===== config.mk =====
export PLATFORM = sky130hd
export DESIGN_NAME = ext_dma_req_frontend
export DESIGN_NICKNAME = d
export VERILOG_FILES = /design/src/rtl/extreq_pkg.sv /design/src/rtl/extreq_dp.sv /design/src/rtl/extreq_ctl.sv /design/src/rtl/ext_dma_req_frontend.sv
export SDC_FILE = /design/constraint.sdc
export NUM_CORES = 1
export LEC_CHECK = 0
export BUFFER_PORTS_ARGS = -buffer_cell sky130_fd_sc_hd__buf_2
export CELL_PAD_IN_SITES_DETAIL_PLACEMENT = 0
export CELL_PAD_IN_SITES_GLOBAL_PLACEMENT = 2
export CORE_AREA = 2 2 39 41
export CTS_CLUSTER_SIZE = 20
export DETAILED_ROUTE_END_ITERATION = 10
export DIE_AREA = 0 0 41 43
export GPL_TIMING_DRIVEN = 0
export HOLD_SLACK_MARGIN = 0.15
export MAX_ROUTING_LAYER = met4
export PLACE_DENSITY = 0.57
export SETUP_SLACK_MARGIN = 0.2
export SLEW_MARGIN = 10
export SYNTH_ARGS = -nofsm -noshare
export SYNTH_HDL_FRONTEND = slang
export SYNTH_HIERARCHICAL = 1
export SYNTH_SLANG_ARGS = --single-unit

===== constraint.sdc =====
create_clock -name clk -period 1.4 [get_ports clk]
set_clock_uncertainty 0.05 [all_clocks]
set_input_delay 0.14 -clock clk [delete_from_list [all_inputs] [get_ports clk]]
set_output_delay 0.14 -clock clk [all_outputs]
set_load 0.02 [all_outputs]

===== src/rtl/extreq_pkg.sv =====
package extreq_pkg;
  // Strobes from the control module to the datapath.
  typedef struct packed {
    logic fire;     // issue one request strobe next cycle
    logic clrPend;  // transfer started: drop the pending request
  } ctlStrb_t;
endpackage


===== src/rtl/extreq_dp.sv =====
module extreq_dp
  import extreq_pkg::*;
#(
  parameter int SYNC_STAGES = 2
) (
  input  logic     clk,
  input  logic     rst,
  input  logic     reqPin,
  input  logic     levelMode,
  input  ctlStrb_t strb,
  output logic     reqSync,
  output logic     reqEdge,
  output logic     reqPending,
  output logic     reqStrobe
);
  localparam int LAST = SYNC_STAGES - 1;

  logic [LAST:0] syncQ;
  logic          prevQ;
  logic          pendQ;
  logic          pendNext;
  logic          strobeQ;

  // Synchroniser chain, reset along with the edge history.
  generate
    if (SYNC_STAGES > 1) begin : g_chain
      always_ff @(posedge clk) begin
        if (rst) syncQ <= '0;
        else     syncQ <= {syncQ[LAST-1:0], reqPin};
      end
    end else begin : g_single
      always_ff @(posedge clk) begin
        if (rst) syncQ <= '0;
        else     syncQ <= reqPin;
      end
    end
  endgenerate

  assign reqSync = syncQ[LAST];

  always_ff @(posedge clk) begin
    if (rst) prevQ <= 1'b0;
    else     prevQ <= reqSync;
  end

  assign reqEdge = reqSync & ~prevQ;

  // Pending: latched edge in edge mode, held level in level mode.
  always_comb begin
    if (levelMode) pendNext = reqSync & ~strb.clrPend;
    else           pendNext = reqEdge | (pendQ & ~strb.clrPend);
  end

  always_ff @(posedge clk) begin
    if (rst) begin
      pendQ   <= 1'b0;
      strobeQ <= 1'b0;
    end else begin
      pendQ   <= pendNext;
      strobeQ <= strb.fire;
    end
  end

  assign reqPending = pendQ;
  assign reqStrobe  = strobeQ;
endmodule


===== src/rtl/extreq_ctl.sv =====
module extreq_ctl
  import extreq_pkg::*;
#(
  parameter int LEAD_W     = 2,
  parameter int EDGE_LEAD  = 1,
  parameter int LEVEL_LEAD = 2
) (
  input  logic              clk,
  input  logic              rst,
  input  logic              levelMode,
  input  logic              xferStart,
  input  logic [LEAD_W-1:0] ackLead,
  input  logic              reqSync,
  input  logic              reqEdge,
  input  logic              reqPending,
  output ctlStrb_t          strb,
  output logic              windowOpen
);
  localparam int EDGE_IDX  = EDGE_LEAD - 1;
  localparam int LEVEL_IDX = LEVEL_LEAD - 1;

  logic openQ;
  logic issuedQ;
  logic openNow;
  logic haveReq;
  logic fire;

  // Window reopens at the lead distance that suits the mode.
  assign openNow = levelMode ? ackLead[LEVEL_IDX] : ackLead[EDGE_IDX];
  assign haveReq = levelMode ? reqSync : (reqPending | reqEdge);
  assign fire    = openQ & ~issuedQ & ~xferStart & haveReq;

  always_ff @(posedge clk) begin
    if (rst) begin
      openQ   <= 1'b1;
      issuedQ <= 1'b0;
    end else if (xferStart) begin
      openQ   <= 1'b0;
      issuedQ <= 1'b0;
    end else begin
      openQ   <= openQ | openNow;
      issuedQ <= issuedQ | fire;
    end
  end

  assign strb.fire    = fire;
  assign strb.clrPend = xferStart;
  assign windowOpen   = openQ;
endmodule


===== src/rtl/ext_dma_req_frontend.sv =====
module ext_dma_req_frontend
  import extreq_pkg::*;
#(
  parameter int SYNC_STAGES = 2,
  parameter int LEAD_W      = 2,
  parameter int EDGE_LEAD   = 1,
  parameter int LEVEL_LEAD  = 2
) (
  input  logic              clk,
  input  logic              rst,
  input  logic              reqPin,
  input  logic              levelMode,
  input  logic              xferStart,
  input  logic [LEAD_W-1:0] ackLead,
  output logic              reqStrobe,
  output logic              reqPending
);
  ctlStrb_t strb;
  logic     reqSync;
  logic     reqEdge;
  logic     windowOpen;

  extreq_dp #(.SYNC_STAGES(SYNC_STAGES)) dp_i (
    .clk        (clk),
    .rst        (rst),
    .reqPin     (reqPin),
    .levelMode  (levelMode),
    .strb       (strb),
    .reqSync    (reqSync),
    .reqEdge    (reqEdge),
    .reqPending (reqPending),
    .reqStrobe  (reqStrobe)
  );

  extreq_ctl #(
    .LEAD_W    (LEAD_W),
    .EDGE_LEAD (EDGE_LEAD),
    .LEVEL_LEAD(LEVEL_LEAD)
  ) ctl_i (
    .clk        (clk),
    .rst        (rst),
    .levelMode  (levelMode),
    .xferStart  (xferStart),
    .ackLead    (ackLead),
    .reqSync    (reqSync),
    .reqEdge    (reqEdge),
    .reqPending (reqPending),
    .strb       (strb),
    .windowOpen (windowOpen)
  );
endmodule


==> results of run 1 <==
[worst max-delay path, stage by stage, from the launching register on]
cell and delay [ns]:
dfxtp_2 0.33, nor2b_4 0.13, nor3_2 0.04, or4b_4 0.52, nor2_2 0.09, buf_4 0.10
nor2b_1 0.10
[power by group through the flow]
stage               clock network (W)  registers [W]   logic, W
finish                       0.000178       0.000212  0.0000547
global route                 0.000206       0.000212  0.0000598
CTS                          0.000191       0.000211  0.0000527
detailed placement                  0       0.000216  0.0000421
global placement                    0       0.000215  0.0000414
floorplan                           0       0.000217  0.0000218
[through the flow]
step                      hold WS [ns]  instance area (um^2)  TNS (ns)
after floorplan                  0.154                   289         0
after global placement           0.302                   349   -0.0463
after detailed placement         0.303                   349   -0.0493
after CTS                        0.102                   425   -0.0466
after global routing             0.104                   438    -0.116
final                            0.110                   438   -0.0325
[layer usage]
metal | vias up | global-route usage, % | share of wire, %
met3 | 0 | 8.38 | 8.6
met2 | 7 | 9.06 | 43
met5 | - | - | 0
met1 | 105 | 9.71 | 48
li1 | 122 | - | -
met4 | 0 | 4.00 | 0
[logic make-up after synthesis]
| kind of cell | after synthesis |
|---|---|
| multiplexers | 1 |
| AO/OA/AOI/OAI | 4 |
| flip-flops | 7 |
| AND/OR/NAND/NOR | 11 |
| buffers and inverters | 3 |
[how the worst max path moves through the flow]
stage / from / to / slack, ns / cells past startpoint
after floorplan: dp_i/syncQ[1] / dp_i/reqStrobe / 0.01 / 6
after global placement: dp_i/syncQ[1] / dp_i/reqStrobe / -0.05 / 6
after detailed placement: dp_i/syncQ[1] / dp_i/reqStrobe / -0.05 / 6
after CTS: dp_i/syncQ[1] / dp_i/reqStrobe / -0.05 / 6
after global routing: dp_i/syncQ[1] / dp_i/reqStrobe / -0.1 / 6
final: dp_i/syncQ[1] / dp_i/reqStrobe / -0.03 / 6
[layout make-up]
class	instances	area [um^2]
Clock buffer	4	26.3
Inverter	1	3.75
Fill cell	150	946
Buffer	2	15.0
Multi-Input combinational cell	16	143
Timing Repair Buffer	13	87.6
Sequential cell	7	143
Tap cell	16	20.0
[placed cells by master, fill, tap and decap left out]
cell type      n
nor4b_2        1
dlygate4sd3_1  4
buf_2          8
mux2i_1        1
and2b_1        1
clkbuf_1       1
nor2_2         1
buf_4          3
a211oi_2       1
dfxtp_1        5
inv_1          1
nor2b_1        5
nor2b_4        1
clkbuf_4       3
a21o_1         1
or4b_4         1
dfxtp_2        2
o21bai_1       1
a211oi_1       1
nor3_2         1
[state kept, by name, indices dropped and copies added, names as in the netlist]
| name | flops |
|---|---|
| ctl_i/windowOpen | 1 |
| dp_i/reqStrobe | 1 |
| dp_i/reqPending | 1 |
| ctl_i/issuedQ | 1 |
| dp_i/prevQ | 1 |
| dp_i/syncQ | 2 |
[timing repair]
item / in CTS / in global routing
endpoints found under the setup margin: 2 / 2
gates resized for setup: 1 / 3
setup buffers: 1 / 0
cloned: 0 / 0
endpoints found under the hold margin: 6 / 4
pin swaps: 0 / 1
==> summary.md, run 1 <==
| Metric | Value |
|---|---|
| Run status | finished with violations |
| Violations in the final reports | setup timing |
| Post-synthesis async set-or-reset flop share | 0% |
| Worst supply voltage drop on vdd | 425 uV |
| RSZ-0062 raised after global routing | yes |
| Crit. End Element | register |
| Max capacitance violation total | 0 |
| Path type of the worst setup path | reg -> reg |
| Switching Share | 21.4% |
| Crit path DAT | 1.57 ns |
| Root buffer cell | clkbuf_4 |
| Nets | 51 |
| Share of synthesized area occupied by flip-flops and latches | 48.9% |
| Count of pins over their slew limit | 0 |
| Peak Freq | 0.698 GHz |
| Synth warnings | 6 |
| Critical Path RT | 1.54 ns |
| Number of placement rows | 14 |
| CTS Buffer Depth | 2 |
| Origin of the worst min-delay path | rst |
| Number of violations reported at the end of detailed-routing iteration 0 | 4 |
| Total congestion overflow | 0 |
| Clock network fraction of design power | 40.0% |
| Via count | 234 |
| Die boundary height | 43 um |
| DRC violation count after routing | 0 |
| Cell-internal power | 0.000349 W |
| Post-synthesis compound-gate area fraction | 12.2% |
| Dominant cells by area after synthesis | dfxtp_1, nor2b_1, buf_4 |
| Standby leakage power | 0.200 nW |
| Die footprint | 0.00176 mm^2 |
| Vias per cell | 3.97 |
| Initial antenna violation count | 0 |
| Total power divided by cell area | 1020 mW/mm^2 |
| Actual slew at the worst max-slew pin | 0.224 ns |
| Cells after Synth | 26 |
| Wire length per cell | 9.86 um |
| Final Wtd Congestion | 0.711 |
| Seq pwr share | 47.7% |
| Overall Power | 0.000445 W |
| Clock transition at the registers of the reported paths | 0.05 ns |
| Share of post-route cells with drive strength above 1 | 51.2% |
| XOR/XNOR share of the synthesized area | 0% |
| Mapped cell area | 287 um^2 |
| Leading cell types by count after synthesis | dfxtp_1, nor2b_1, buf_4 |
| Area share of the largest cell type after synthesis | 48.9% |
| Drt total wl | 582 um |
| Number of hold violations in the final report | 0 |
| Path category of the worst min-delay check | in -> reg |
| Boundary Pins | 9 |
| GRT Util Overall | 8.35% |
| Number of storage elements in the synthesis netlist | 7 |
| Layout Area Growth over Synthesis | 52.8% |
| Cell with the most instances after synthesis | dfxtp_1 |
| DR pass1 iterations | 2 |
| Pre-CTS WS | -0.0493 ns |
| Remaining number of nets flagged by the antenna check after routing | 0 |
| CTS Buf Count | 3 |
| Share of synthesized cell area in full adder, half adder and majority cells | 0% |
| Startpoint of the most critical register-to-register path | dp_i/syncQ[1] |
| Via count of the first global-routing pass | 212 |
| Setup slack of the critical path after layout | -0.0325 ns |
| TritonCTS clock tree | yes |
| First-pass GRT wire length | 883 um |
| Number of port buffers | 8 |
| End point of the most critical hold path | ctl_i/issuedQ |
| Worst-case register-to-register setup slack | -0.03 ns |
| Count of final setup violators | 1 |
| Worst setup SP type | register |
| Clock sink count | 7 |
| Worst flop-to-flop path endpoint | dp_i/reqStrobe |
| Inserted Diodes | 0 |
| Tcrit/Tclk final | 102% |
| Max transition margin | 85.0% |
| Crit Path Max Fanout | 2 |
| Switching power of the nets | 0.0000952 W |
| Comb power frac | 12.3% |
| Final non-filler cell total | 59 |
| Dominant cell type by area after synthesis | dfxtp_1 |
| Dominant register cell in the synthesized netlist | dfxtp_1 |
| Simple-gate portion of the synthesized area | 28.8% |
| Maximum level of the CTS H-tree | 1 |
| Combinational family with the most area after synthesis | simple AND/OR/NAND/NOR gates |
| Number of hold buffers added after CTS | 4 |
| Fin crit period | 1.43 ns |
| Distinct cells, synth | 14 |
| Source-to-sink clock delay at the later pin of the worst-skew pair | 0.25 ns |
| Register-to-Register Path Depth | 6 |
| Post-Route Utilization | 31.6% |
| Hold depth | 2 |
| Initial core utilization | 20.7% |
| Number of synthesized flops with an enable pin | 0 |
| Maximum number of pins on one net before global-route repair | 8 |
| Syn Nets | 33 |
| Number of placed instances, taps included | 50 |
| Post-synthesis mux area share | 3.49% |
| Floorplan die width | 41 um |
| Area inside the core boundary | 0.00138 mm^2 |
| Mean area per synthesized cell | 11.0 um^2 |
(Power assumes the default switching activity.)
==> run 2, diff against run 1 <==
CTS_BUF_LIST = sky130_fd_sc_hd__clkbuf_2   (was default)
MAX_ROUTING_LAYER = default   (was met4)
==> run 2 against run 1 <==
  * Critical path type unchanged
  * Critical endpoint unchanged
  * Worst setup slack worse by 0.0047 ns
  * The run still ends with setup timing left
  * Design area is 1.4% lower
  * Hold slack better by 0.018 ns
  * Sequential share of layout area rose by 0.47 points
==> summary.md, run 2 (synthesized netlist as in run 1, its figures left out) <==
| Metric | Value |
|---|---|
| Storage cell area | 143 um^2 |
| GRT Util Overall | 8.15% |
| Maximum number of pins on one net before global-route repair | 8 |
| Largest register FFs | 2 |
| Origin of the worst min-delay path | rst |
| Final non-filler cell total | 59 |
| Tcrit/Tclk final | 103% |
| Wire length per cell | 9.83 um |
| Seq pwr share | 51.5% |
| Via count of the first global-routing pass | 212 |
| Layout Area Growth over Synthesis | 50.7% |
| Top library cells by usage in the layout, fill and taps aside | buf_2, nor2b_1, dfxtp_1 |
| Maximum level of the CTS H-tree | 1 |
| Crit Path Max Fanout | 2 |
| Source-to-sink clock delay at the later pin of the worst-skew pair | 0.22 ns |
| Number of hold buffers added after CTS | 4 |
| Actual slew at the worst max-slew pin | 0.224 ns |
| Number of port buffers | 8 |
| Total power divided by cell area | 952 mW/mm^2 |
| Number of hold violations in the final report | 0 |
| Nets | 51 |
| End point of the most critical hold path | ctl_i/issuedQ |
| DR pass1 iterations | 2 |
| Worst setup SP type | register |
| Boundary Pins | 9 |
| Path category of the worst min-delay check | in -> reg |
| Clock transition at the registers of the reported paths | 0.07 ns |
| Initial core utilization | 20.7% |
| Standby leakage power | 0.202 nW |
| Die boundary height | 43 um |
| Floorplan die width | 41 um |
| Cell-internal power | 0.000316 W |
| Run status | finished with violations |
| CTS Buffer Depth | 2 |
| Root buffer cell | clkbuf_2 |
| Hold depth | 2 |
| Peak Freq | 0.696 GHz |
| Cell area after placement | 349 um^2 |
| Worst flop-to-flop path endpoint | dp_i/reqStrobe |
| Drt total wl | 580 um |
| Post-Route Utilization | 31.2% |
| Share of post-route cells with drive strength above 1 | 53.5% |
| Number of violations reported at the end of detailed-routing iteration 0 | 3 |
| Number of placed instances, taps included | 50 |
| Fillers | 153 |
| Count of pins over their slew limit | 0 |
| Worst supply voltage drop on vdd | 381 uV |
| Path type of the worst setup path | reg -> reg |
| Vias per cell | 4.00 |
| Fin crit period | 1.44 ns |
| Max capacitance violation total | 0 |
| Remaining number of nets flagged by the antenna check after routing | 0 |
| Comb power frac | 13.3% |
| Overall Power | 0.000411 W |
| Most common cell after layout, fill and taps aside | buf_2 |
| Max transition margin | 85.0% |
| Area inside the core boundary | 0.00138 mm^2 |
| Area occupied by multi-input gates | 143 um^2 |
| Switching power of the nets | 0.0000947 W |
| TritonCTS clock tree | yes |
| Via count | 236 |
| Final Wtd Congestion | 0.703 |
| Initial antenna violation count | 0 |
| Final setup TNS | -0.0372 ns |
| Count of final setup violators | 1 |
| Die footprint | 0.00176 mm^2 |
| Register-to-Register Path Depth | 6 |
| DRC violation count after routing | 0 |
| Crit path DAT | 1.55 ns |
| Violations in the final reports | setup timing |
| Worst-case register-to-register setup slack | -0.04 ns |
| Critical Path RT | 1.52 ns |
| Switching Share | 23.0% |
| First-pass GRT wire length | 883 um |
| RSZ-0062 raised after global routing | yes |
| Inserted Diodes | 0 |
| Number of placement rows | 14 |
| CTS Buf Count | 3 |
| Reg with most FFs | dp_i/syncQ |
| Total congestion overflow | 0 |
| Startpoint of the most critical register-to-register path | dp_i/syncQ[1] |
| Setup slack of the critical path after layout | -0.0372 ns |
| Crit. End Element | register |
| Clock sink count | 7 |
| Final standard cell area without fillers | 432 um^2 |
| Clock network fraction of design power | 35.2% |
run 2: cell count changes in the layout (fill, tap and decap cells not counted):
cell      before  now
clkbuf_1       1    0
clkbuf_2       0    4
clkbuf_4       3    0
run 2: cell type report:
cell class	instances	share of cell area, %
sequential	7	33.0
clock buffer	4	4.64
multi-input combinational	16	33.0
buffer	2	3.48
timing repair buffer	13	20.3
inverter	1	0.870
tap	16	4.64
run 2: routing by layer:
| metal | up-vias | track usage [%] | part of all wire [%] |
|---|---|---|---|
| met5 | - | 0 | 0 |
| met4 | 0 | 4.00 | 0 |
| met3 | 0 | 8.38 | 10 |
| met2 | 9 | 9.06 | 43 |
| met1 | 105 | 9.71 | 47 |
| li1 | 122 | - | - |
run 2: power by group through the flow:
stage	combinational (W)	clock, W	sequential [W]
6_report	0.0000547	0.000145	0.000212
3_3_place_gp	0.0000414	0	0.000215
3_5_place_dp	0.0000421	0	0.000216
4_1_cts	0.0000527	0.000157	0.000211
5_1_grt	0.0000598	0.000172	0.000212
2_1_floorplan	0.0000218	0	0.000217
run 2: stage by stage:
step	hold WS [ns]	setup WS (ns)
6_report	0.127	-0.0372
5_1_grt	0.104	-0.103
4_1_cts	0.112	-0.0520
3_5_place_dp	0.303	-0.0493
3_3_place_gp	0.302	-0.0463
2_1_floorplan	0.154	0.0137
run 2: timing repair:
action                                 in CTS  in global routing
resized for setup                           1                  3
pin swaps                                   0                  1
endpoints found under the hold margin       6                  4
buffers inserted                            1                  0
setup endpoints to repair                   2                  2
run 2: worst max path at each step:
stage / startpoint / to / slack (ns) / depth (start not counted)
3_3_place_gp: dp_i/syncQ[1] / dp_i/reqStrobe / -0.05 / 6
5_1_grt: dp_i/syncQ[1] / dp_i/reqStrobe / -0.10 / 6
2_1_floorplan: dp_i/syncQ[1] / dp_i/reqStrobe / 0.01 / 6
6_report: dp_i/syncQ[1] / dp_i/reqStrobe / -0.04 / 6
3_5_place_dp: dp_i/syncQ[1] / dp_i/reqStrobe / -0.05 / 6
4_1_cts: dp_i/syncQ[1] / dp_i/reqStrobe / -0.05 / 6
run 2: critical path, cell delays in order, from the launching register on:
cell     delay, ns
dfxtp_2       0.33
nor2b_4       0.13
nor3_2        0.04
or4b_4        0.52
nor2_2        0.09
buf_4         0.10
nor2b_1       0.10
